===== src/rtl/qstat_irq_agg.sv =====
module qstat_irq_agg (
  input  logic        clk,
  input  logic        rst_n,
  input  logic [63:0] q_empty,
  input  logic [63:0] q_nempty,
  input  logic [63:0] q_nfull,
  input  logic [63:0] q_full,
  input  logic        wr_en,
  input  logic [2:0]  addr,
  input  logic [31:0] wdata,
  output logic [31:0] rdata,
  output logic        irq_lo,
  output logic        irq_hi
);
  localparam int BANK = 32;
  localparam int PER_REG = 8;
  localparam logic [31:0] SEL_MASK = 32'h7777_7777;

  logic [3:0][31:0] sel_r;
  logic [BANK-1:0] en_lo, en_hi, st_lo, st_hi;
  logic [BANK-1:0] pv_e, pv_ne, pv_nf, pv_f, pv_ne_hi;
  logic [BANK-1:0] hit_lo, hit_hi, clr_lo, clr_hi;

  for (genvar q = 0; q < BANK; q++) begin : g_lo
    localparam int RI = q / PER_REG;
    localparam int BI = 4 * (q % PER_REG);
    logic [1:0] fsel;
    logic       fall, cur, prv;
    assign fsel = sel_r[RI][BI +: 2];
    assign fall = sel_r[RI][BI + 2];
    always_comb begin
      case (fsel)
        2'b00:   begin cur = q_empty[q];  prv = pv_e[q];  end
        2'b01:   begin cur = q_nempty[q]; prv = pv_ne[q]; end
        2'b10:   begin cur = q_nfull[q];  prv = pv_nf[q]; end
        default: begin cur = q_full[q];   prv = pv_f[q];  end
      endcase
    end
    assign hit_lo[q] = fall ? (prv & ~cur) : (cur & ~prv);
  end

  assign hit_hi = q_nempty[63:32] & ~pv_ne_hi;
  assign clr_lo = (wr_en && addr == 3'd6) ? wdata : '0;
  assign clr_hi = (wr_en && addr == 3'd7) ? wdata : '0;

  always_ff @(posedge clk) begin
    if (!rst_n) begin
      sel_r <= '0;
      en_lo <= '0;
      en_hi <= '0;
      st_lo <= '0;
      st_hi <= '0;
      pv_e <= '0;
      pv_ne <= '0;
      pv_nf <= '0;
      pv_f <= '0;
      pv_ne_hi <= '0;
    end else begin
      if (wr_en && addr < 3'd4) sel_r[addr[1:0]] <= wdata & SEL_MASK;
      if (wr_en && addr == 3'd4) en_lo <= wdata;
      if (wr_en && addr == 3'd5) en_hi <= wdata;
      st_lo <= (st_lo & ~clr_lo) | (hit_lo & en_lo);
      st_hi <= (st_hi & ~clr_hi) | (hit_hi & en_hi);
      pv_e <= q_empty[31:0];
      pv_ne <= q_nempty[31:0];
      pv_nf <= q_nfull[31:0];
      pv_f <= q_full[31:0];
      pv_ne_hi <= q_nempty[63:32];
    end
  end

  always_comb begin
    case (addr)
      3'd4:    rdata = en_lo;
      3'd5:    rdata = en_hi;
      3'd6:    rdata = st_lo;
      3'd7:    rdata = st_hi;
      default: rdata = sel_r[addr[1:0]];
    endcase
  end

  assign irq_lo = |st_lo;
  assign irq_hi = |st_hi;

  assert_en_gates_set_R4: assert property (@(posedge clk) disable iff (!rst_n)
    1'b1 |=> ((st_lo & ~$past(st_lo) & ~$past(en_lo)) == '0 &&
              (st_hi & ~$past(st_hi) & ~$past(en_hi)) == '0));

  assert_hi_rise_only_R3: assert property (@(posedge clk) disable iff (!rst_n)
    1'b1 |=> ((st_hi & ~$past(st_hi) & ~($past(q_nempty[63:32]) & ~$past(pv_ne_hi))) == '0));

  assert_clear_holds_R5: assert property (@(posedge clk) disable iff (!rst_n)
    1'b1 |=> (($past(clr_lo & ~(hit_lo & en_lo)) & st_lo) == '0));

  assert_edge_wins_R7: assert property (@(posedge clk) disable iff (!rst_n)
    1'b1 |=> (($past(clr_lo & hit_lo & en_lo) & ~st_lo) == '0));

  assert_irq_cause_R8: assert property (@(posedge clk) disable iff (!rst_n)
    $rose(irq_lo) |-> $past(|(hit_lo & en_lo)));
endmodule


===== config.mk =====
export PLATFORM = sky130hd
export DESIGN_NAME = qstat_irq_agg
export DESIGN_NICKNAME = d
export VERILOG_FILES = /design/src/rtl/qstat_irq_agg.sv
export SDC_FILE = /design/constraint.sdc
export NUM_CORES = 1
export LEC_CHECK = 0
export ABC_CLOCK_PERIOD_IN_PS = 2700
export BUFFER_PORTS_ARGS = -buffer_cell sky130_fd_sc_hd__buf_2
export CORE_MARGIN = 2
export CORE_UTILIZATION = 55
export DETAILED_ROUTE_END_ITERATION = 16
export GPL_TIMING_DRIVEN = 0
export PLACE_DENSITY_LB_ADDON = 0.1
export SLEW_MARGIN = 20
export SYNTH_ARGS = -nofsm -noshare
export SYNTH_HDL_FRONTEND = slang
export SYNTH_SLANG_ARGS = --single-unit
export TNS_END_PERCENT = 20

===== constraint.sdc =====
create_clock -name clk -period 2.7 [get_ports clk]
set_input_delay 0.54 -clock clk [delete_from_list [all_inputs] [get_ports clk]]
set_output_delay 0.54 -clock clk [all_outputs]
set_load 0.03 [all_outputs]

==> impl_metrics.toml, run 1 <==
[die]
dieArea_um2 = 32900
num_io_pins = 328
die_w_um = 181
fp-row-count = 64
core-area_um2 = 30800
die_h_um = 181
start_util_pct = 56.2

[sta]
hold_viol = 0
rsz0062_at_grt = "yes"
period_needed_ns = 2.70
skew_ns = 0.00953
max_slew.worst_pin.slew_ns = 0.938
finalCritPeriodShare_pct = 99.9
finalMaxSlewViolations = 0
max_slew_margin_pct = 37.5
setup_violations = 0
max_freq_mhz = 371

[min_path]
whs_path_depth = 2
worst_hold_startpoint = "q_full[14]"
hp-class = "primary input to register"
hold_end = "pv_f[14]"

[clocking]
cts_tree = "done"
cts.sinks = 384
cts_buffer_depth = 3
cts_root_buf = "clkbuf_16"
cts_setup_buffers = 0
clkLatencyLatePin_ns = 0.54
cts_made_buffers = 41
clk_pin_slew_ns = 0.06
cts_max_level = 2
postCtsHoldBufs = 0

[critical_path]
critPathArrivalTime_ns = 2.16
slowest_delay_ns = 0.59
slowest_stage = "mux4_2"
crit_buf_inv = 4
rrSetupSlack_ns = 0.93
worstPathRequired_ns = 2.16
start_kind = "primary input"
rr_endpoint = "st_lo[31]"
crit_type = "primary input to output port"
r2r-start = "g_lo[31].fsel[0]"
cp_cell_sequence = "buf_2, buf_6, buf_12, mux4_2, mux2_2, buf_2"
crit_family = "multiplexers"
end_kind = "output port"
r2r_cells = 3
path_common_cell = "buf_2"
startpoint = "addr[0]"
crit_fanout = 10

[logic_synthesis]
syn-num-nets = 1964
synth.distinct_cells = 29
synth_edf_count = 0
ys_seq_area_share_pct = 44.4
netlist_area_um2 = 17300
yosys-top-cells-area = "dfxtp_1, mux4_2, nand2_1, and2_1, a21boi_0"
async_flop_share_pct = 0
ys_ff_latch = 384
synth_warnings = 0
syn_avg_cell_area_um2 = 10.4
ys.flop_type = "dfxtp_1"
yosysTopAreaCell = "dfxtp_1"
syn_inst = 1670
yosysTopAreaCellShare_pct = 44.4

[layout]
final_common_cell = "dfxtp_1"
fin_cells = 2339
layout_common_cells = "dfxtp_1, nand2_1, buf_2, and2_1, a21boi_0"
fin_nets = 2212
utilization_pct = 65.6
drive_gt1_share_pct = 24.4
syn_to_final_growth_pct = 16.7
antennaDiodeCount = 0

[global_route]
first_global_vias = 14053
grt-ovfl-total = 0
grt_max_degree = 14
grt_pass1_wl_um = 88100
gr-usage-all-layers_pct = 36.0
antenna_found_initial = 1

[drt]
vias = 14593
drc = 0
via_per_inst = 6.24
drtAntennaViolNets = 0
detail_route.wl_per_cell_um = 25.5
first_pass_iters = 5
drtIter0Drc = 1658
wirelength_um = 59700

[pwr]
ir_drop_uv = 399
cellLeakagePower_nw = 7.61
powerDensity_nw_per_um2 = 636

[place]
hpwl_um = 45500
gp_congestion = 0.957
dp_cells = 2271
io_buffers = 205

[run]
cap_violations = 0

[outcome]
status = "finished clean"
-- per-layer routing --
metal,GRT usage (%),up-vias,share of wire [%]
met3,6.66,157,11
met2,55.6,903,44
met1,50.4,7167,41
met4,14.4,0,4.5
li1,-,6366,-
met5,0,-,0
-- metrics by stage --
step / setup TNS [ns] / area, um^2 / setup slack [ns] / hold slack, ns / total power, mW
global route: -0.0373 / 20200 / -0.0119 / 0.208 / 13.2
CTS: -0.0163 / 20200 / -0.0163 / 0.199 / 12.8
global placement: -3.89 / 18800 / -0.295 / 0.465 / 7.21
finish: 0 / 20200 / 0.00281 / 0.209 / 12.9
detailed placement: -4.23 / 18800 / -0.313 / 0.476 / 7.24
floorplan: 0 / 17300 / 0.451 / 0.452 / 6.71
-- cell type report --
| class | instances | area [um^2] |
|---|---|---|
| Clock buffer | 61 | 1210 |
| Multi-Input combinational cell | 1116 | 8760 |
| Inverter | 32 | 120 |
| Fill cell | 2516 | 10600 |
| Tap cell | 396 | 495 |
| Sequential cell | 384 | 7690 |
| Buffer | 138 | 787 |
| Clock inverter | 7 | 121 |
| Timing Repair Buffer | 205 | 1030 |
-- worst max-delay path by stage --
stage,slack [ns],to,cells after the start
finish,0.003,rdata[20],6
global route,-0.01,rdata[20],6
CTS,-0.02,rdata[22],6
global placement,-0.29,rdata[8],7
detailed placement,-0.31,rdata[8],7
floorplan,0.45,rdata[29],5
-- repair_timing --
action                                  4_1_cts  5_1_grt
endpoints found under the setup margin       28       21
resized for setup                            21       13
pin swaps                                     0        1
-- Yosys cell counts, types with 40 or more instances --
master	number
and2_1	168
clkbuf_1	62
nor3b_1	64
a21boi_1	58
nand3b_1	64
dfxtp_1	384
a21boi_0	134
nand2_1	352
mux4_2	91
buf_2	40
-- report_power, final --
group	internal [mW]	total, mW	leakage, nW	switching [mW]
registers	5.86	5.98	3.14	0.127
logic	0.522	1.18	3.81	0.660
clock network	3.37	5.69	0.655	2.31
total	9.75	12.9	7.61	3.10
-- registers in the layout, summed over array words and instances, names as in the netlist --
signal and cells:
g_lo.fsel 64, en_hi 32, en_lo 32, g_lo.fall 32, pv_e 32, pv_f 32, pv_ne 32, pv_ne_hi 32
pv_nf 32, st_hi 32, st_lo 32
-- kinds of logic (layout without fill, tap and decap cells) --
logic type / Yosys count / after routing / share of synthesized area, %
DFF: 384 / 384 / 44.4
AOI/OAI and AO/OA: 256 / 256 / 11.1
and+or+nand+nor: 716 / 716 / 21.9
muxes: 144 / 144 / 17.8
buffers and inverters: 170 / 443 / 4.87
(Power assumes the default switching activity.)
==> inputs of run 2 (changes only) <==
--- a/config.mk
+++ b/config.mk
@@ -12,6 +12,7 @@
 export DETAILED_ROUTE_END_ITERATION = 16
 export GPL_TIMING_DRIVEN = 0
 export PLACE_DENSITY_LB_ADDON = 0.1
+export SETUP_SLACK_MARGIN = 0.05
 export SLEW_MARGIN = 20
 export SYNTH_ARGS = -nofsm -noshare
 export SYNTH_HDL_FRONTEND = slang
==> run 2 against run 1 <==
Effect of this change: total power up 0.22%; sequential share of layout area down 0.32 points; clock skew up 0.0048 ns; global-route usage about the same; sequential cell count unchanged; core utilization up 0.56 points; worst setup slack better by 0.061 ns; cell area up 0.86%; combinational power about the same; wire length up 0.71%; clock power about the same; critical path type unchanged.
==> impl_metrics.toml, run 2 (synthesis gave the netlist of run 1 again) <==
[outcome]
status = "finished clean"

[drt]
wirelength_um = 60100
via_per_inst = 6.24
drtIter0Drc = 1607
first_pass_iters = 5
drc = 0
drtAntennaViolNets = 0
vias = 14643
detail_route.wl_per_cell_um = 25.6

[sta]
finalCritPeriodShare_pct = 97.6
period_needed_ns = 2.64
skew_ns = 0.0144
fin_hold_ws_ns = 0.206
hold_viol = 0
finalMaxSlewViolations = 0
max_freq_mhz = 379
setup_violations = 0
max_slew_margin_pct = 38.6
rsz0062_at_grt = "no"
max_slew.worst_pin.slew_ns = 0.922

[clocking]
postCtsHoldBufs = 0
clk_pin_slew_ns = 0.06
cts_tree = "done"
cts.sinks = 384
cts_made_buffers = 41
cts_max_level = 2
clkLatencyLatePin_ns = 0.54
cts_buffer_depth = 3
cts_root_buf = "clkbuf_16"

[global_route]
grt_max_degree = 14
grt-ovfl-total = 0
first_global_vias = 14092
gr-usage-all-layers_pct = 36.0
grt_pass1_wl_um = 88200
antenna_found_initial = 2

[critical_path]
crit_type = "primary input to output port"
slowest_delay_ns = 0.38
end_kind = "output port"
cp_cell_sequence = "clkbuf_4, buf_12, buf_12, buf_12, mux4_2, mux2_2, buf_2"
crit_fanout = 10
worstPathRequired_ns = 2.16
path_common_cell = "buf_12"
slowest_stage = "mux4_2"
critPathArrivalTime_ns = 2.10
start_kind = "primary input"

[layout]
final_common_cell = "dfxtp_1"
syn_to_final_growth_pct = 17.7
fin_nets = 2219
drive_gt1_share_pct = 24.8
antennaDiodeCount = 0
largest_register_ffs = 64
layout_common_cells = "dfxtp_1, nand2_1, buf_2, and2_1, a21boi_0"

[place]
io_buffers = 205
gp_congestion = 0.957
hpwl_um = 45500

[die]
start_util_pct = 56.2
num_io_pins = 328
dieArea_um2 = 32900
die_h_um = 181
fp-row-count = 64
die_w_um = 181
core-area_um2 = 30800

[pwr]
ir_drop_uv = 398
cellLeakagePower_nw = 7.69
powerDensity_nw_per_um2 = 632
power.total_mw = 12.9

[min_path]
hp-class = "primary input to register"

[run]
cap_violations = 0
[run 2: final timing paths]
path                         start        end  slack (ns)  cells after the start
setup / recovery           addr[1]  rdata[17]        0.06                      7
hold / removal          q_full[14]   pv_f[14]        0.21                      2
setup reg to reg  g_lo[31].fsel[0]  st_lo[31]        0.91                      3
hold reg to reg          en_hi[12]  en_hi[12]        0.50                      2
[run 2: what timing repair did]
| item | CTS | global route |
|---|---|---|
| buffers inserted | 0 | 4 |
| setup endpoints to repair | 34 | 23 |
| gates resized for setup | 29 | 19 |
| gates cloned | 0 | 3 |
| pin swaps | 0 | 1 |
[run 2: metrics by stage]
stage	TNS [ns]	instance area, um^2	worst slack (ns)	util (%)	cells
after floorplan	0	17300	0.451	-	1670
after global placement	-3.89	18800	-0.295	61.1	2271
after detailed placement	-4.23	18800	-0.313	61.1	2271
after CTS	0	20200	0.0218	65.6	2339
after global routing	0	20400	0.0541	66.1	2346
final	0	20400	0.0642	66.1	2346
[run 2: per-layer routing]
layer	global-route usage [%]	routed length [um]
met3	7.32	6460
met1	50.1	24600
met4	15.2	2710
met2	55.0	26300
met5	0	0
[run 2: critical path, delay by kind of cell]
family   cells  cell delay (ns)
mux          2             0.71
buf+inv      5             0.83
[run 2: where the power goes]
part	switching, mW	internal, mW
clock network	2.31	3.37
registers	0.127	5.86
logic	0.668	0.544
total	3.11	9.77
[run 2: layout make-up]
type / instances / area [um^2]
inverters: 32 / 120
plain buffers: 138 / 828
well taps: 396 / 495
repair buffers: 212 / 1130
fillers: 2487 / 10400
multi-input cells: 1116 / 8790
flip-flops and latches: 384 / 7690
clock inverters: 7 / 121
clock buffers: 61 / 1210
==> inputs of run 3 (changes only) <==
--- a/config.mk
+++ b/config.mk
@@ -7,6 +7,7 @@
 export LEC_CHECK = 0
 export ABC_CLOCK_PERIOD_IN_PS = 2700
 export BUFFER_PORTS_ARGS = -buffer_cell sky130_fd_sc_hd__buf_2
+export CORE_ASPECT_RATIO = 1.5
 export CORE_MARGIN = 2
 export CORE_UTILIZATION = 55
 export DETAILED_ROUTE_END_ITERATION = 16
==> run 3 against run 2 <==
Effect of this change: the run now ends with setup timing left; worst hold slack worse by 0.015 ns; total power fell by 3.4%; clock skew barely moved; non-clock buffer count shrank 5; sequential cell count did not move; count of clock-buffer cells in the layout decreased by 8; final cell count rose by 0.17%; global-route usage fell by 0.30 points; register-to-register slack is essentially flat; sequential share of layout area rose by 0.37 points; worst setup slack worse by 0.089 ns; via count fell by 2.0%; critical endpoint is now irq_lo.
==> impl_metrics.toml, run 3 (synthesis gave the netlist of run 1 again) <==
[clocking]
cts_buffer_depth = 3
cts.sinks = 384
cts_made_buffers = 38
cts_max_level = 2
cts_tree = "done"
clk_pin_slew_ns = 0.07
cts_root_buf = "clkbuf_16"
clkLatencyLatePin_ns = 0.56

[pwr]
cellLeakagePower_nw = 7.58
power.total_mw = 12.4
ir_drop_uv = 461
powerDensity_nw_per_um2 = 616

[critical_path]
slowest_stage = "dfxtp_1"
r2r-start = "g_lo[5].fsel[0]"
end_kind = "output port"
crit_type = "register to output port"
rr_endpoint = "st_lo[5]"
crit_family = "simple AND/OR/NAND/NOR gates"
r2r_cells = 3
rrSetupSlack_ns = 0.91
start_kind = "register"
crit_fanout = 3
startpoint = "st_lo[14]"
critPathArrivalTime_ns = 2.18
worstPathRequired_ns = 2.16
slowest_delay_ns = 0.39
cp_cell_sequence = "nor4_2, nand4_1, or2_2, buf_2"
crit_buf_inv = 1

[run]
cap_violations = 0

[die]
dieArea_um2 = 33000
fp-row-count = 79
num_io_pins = 328
die_w_um = 149
core-area_um2 = 31000
start_util_pct = 55.8
die_h_um = 221

[sta]
max_slew_margin_pct = 41.3
finalMaxSlewViolations = 0
fin_ws_ns = -0.0246
finalCritPeriodShare_pct = 101
hold_viol = 0
skew_ns = 0.0145
max_slew.worst_pin.slew_ns = 0.880
period_needed_ns = 2.72
max_freq_mhz = 367
rsz0062_at_grt = "yes"
setup_violations = 1

[layout]
syn_to_final_growth_pct = 16.5
layout_common_cells = "dfxtp_1, nand2_1, buf_2, and2_1, a21boi_0"
drive_gt1_share_pct = 24.7
largest_register_ffs = 64
final_common_cell = "dfxtp_1"
fin_nets = 2211

[drt]
first_pass_iters = 5
drtAntennaViolNets = 0
drc = 0
vias = 14354
via_per_inst = 6.11
detail_route.wl_per_cell_um = 25.4
wirelength_um = 59700
drtIter0Drc = 1152

[place]
hpwl_um = 46000
gp_congestion = 0.959
io_buffers = 205
dpl_worst_slack_ns = -0.362

[global_route]
grt-ovfl-total = 0
gr-usage-all-layers_pct = 35.7
grtUsageMet2_pct = 58.1
grt_pass1_wl_um = 87000
use_met1_pct = 44.9
first_global_vias = 14040
top_usage_layer = "met2"
grt_max_degree = 16
use_met3_pct = 5.88
antenna_found_initial = 1

[outcome]
status = "complete, but fails checks"
failed_checks = "setup timing"

[min_path]
whs_path_depth = 2
worst_hold_startpoint = "q_nfull[19]"
hold_end = "pv_nf[19]"
hp-class = "primary input to register"
## run 3: cell types whose count changed in the layout (fill, tap and decap cells not counted), sizes merged
| cell | delta |
|---|---|
| diode | +1 |
| clkbuf | -12 |
| bufinv | -2 |
| clkinv | +4 |
| buf | -1 |
| clkinvlp | +3 |
| inv | +2 |
## run 3: how the worst max path moves through the flow
| stage | slack [ns] | endpoint | depth (start not counted) |
|---|---|---|---|
| final | -0.02 | irq_lo | 4 |
| after global routing | 0.001 | irq_lo | 4 |
| after CTS | 0.0008 | rdata[16] | 7 |
| after detailed placement | -0.36 | rdata[8] | 7 |
| after global placement | -0.35 | rdata[8] | 7 |
| after floorplan | 0.45 | rdata[29] | 5 |
## run 3: report_power, final
group	switching [mW]	internal (mW)
clock	2.34	2.93
sequential	0.123	5.85
combinational	0.660	0.533
## run 3: per-stage QoR
step | std cells | TNS (ns) | util, % | hold slack [ns] | area [um^2]
final | 2350 | -0.0246 | 65.0 | 0.192 | 20200
after global routing | 2350 | 0 | 65.0 | 0.196 | 20200
after CTS | 2347 | 0 | 64.8 | 0.188 | 20100
after detailed placement | 2280 | -5.32 | 60.8 | 0.476 | 18900
after global placement | 2280 | -4.93 | 60.8 | 0.467 | 18900
after floorplan | 1670 | 0 | - | 0.452 | 17300
## run 3: metal layers
layer  vias up  routed length (um)
met1      7019               22800
met5         -                   0
met3       185                4750
met4         0                3960
met2       784               28200
li1       6366                   -
## run 3: cell type report
type	count	area (um^2)
Antenna cell	1	2.50
Buffer	138	825
Tap cell	405	507
Timing Repair Buffer	207	1060
Clock buffer	53	1090
Clock inverter	14	121
Inverter	32	120
Sequential cell	384	7690
Fill cell	2555	10800
Multi-Input combinational cell	1116	8780
## run 3: repair_timing
action,CTS,global route
pin swaps,1,0
hold buffers,0,0
setup buffers,0,1
resized for setup,32,13
gates cloned,0,1
setup endpoints to repair,34,25
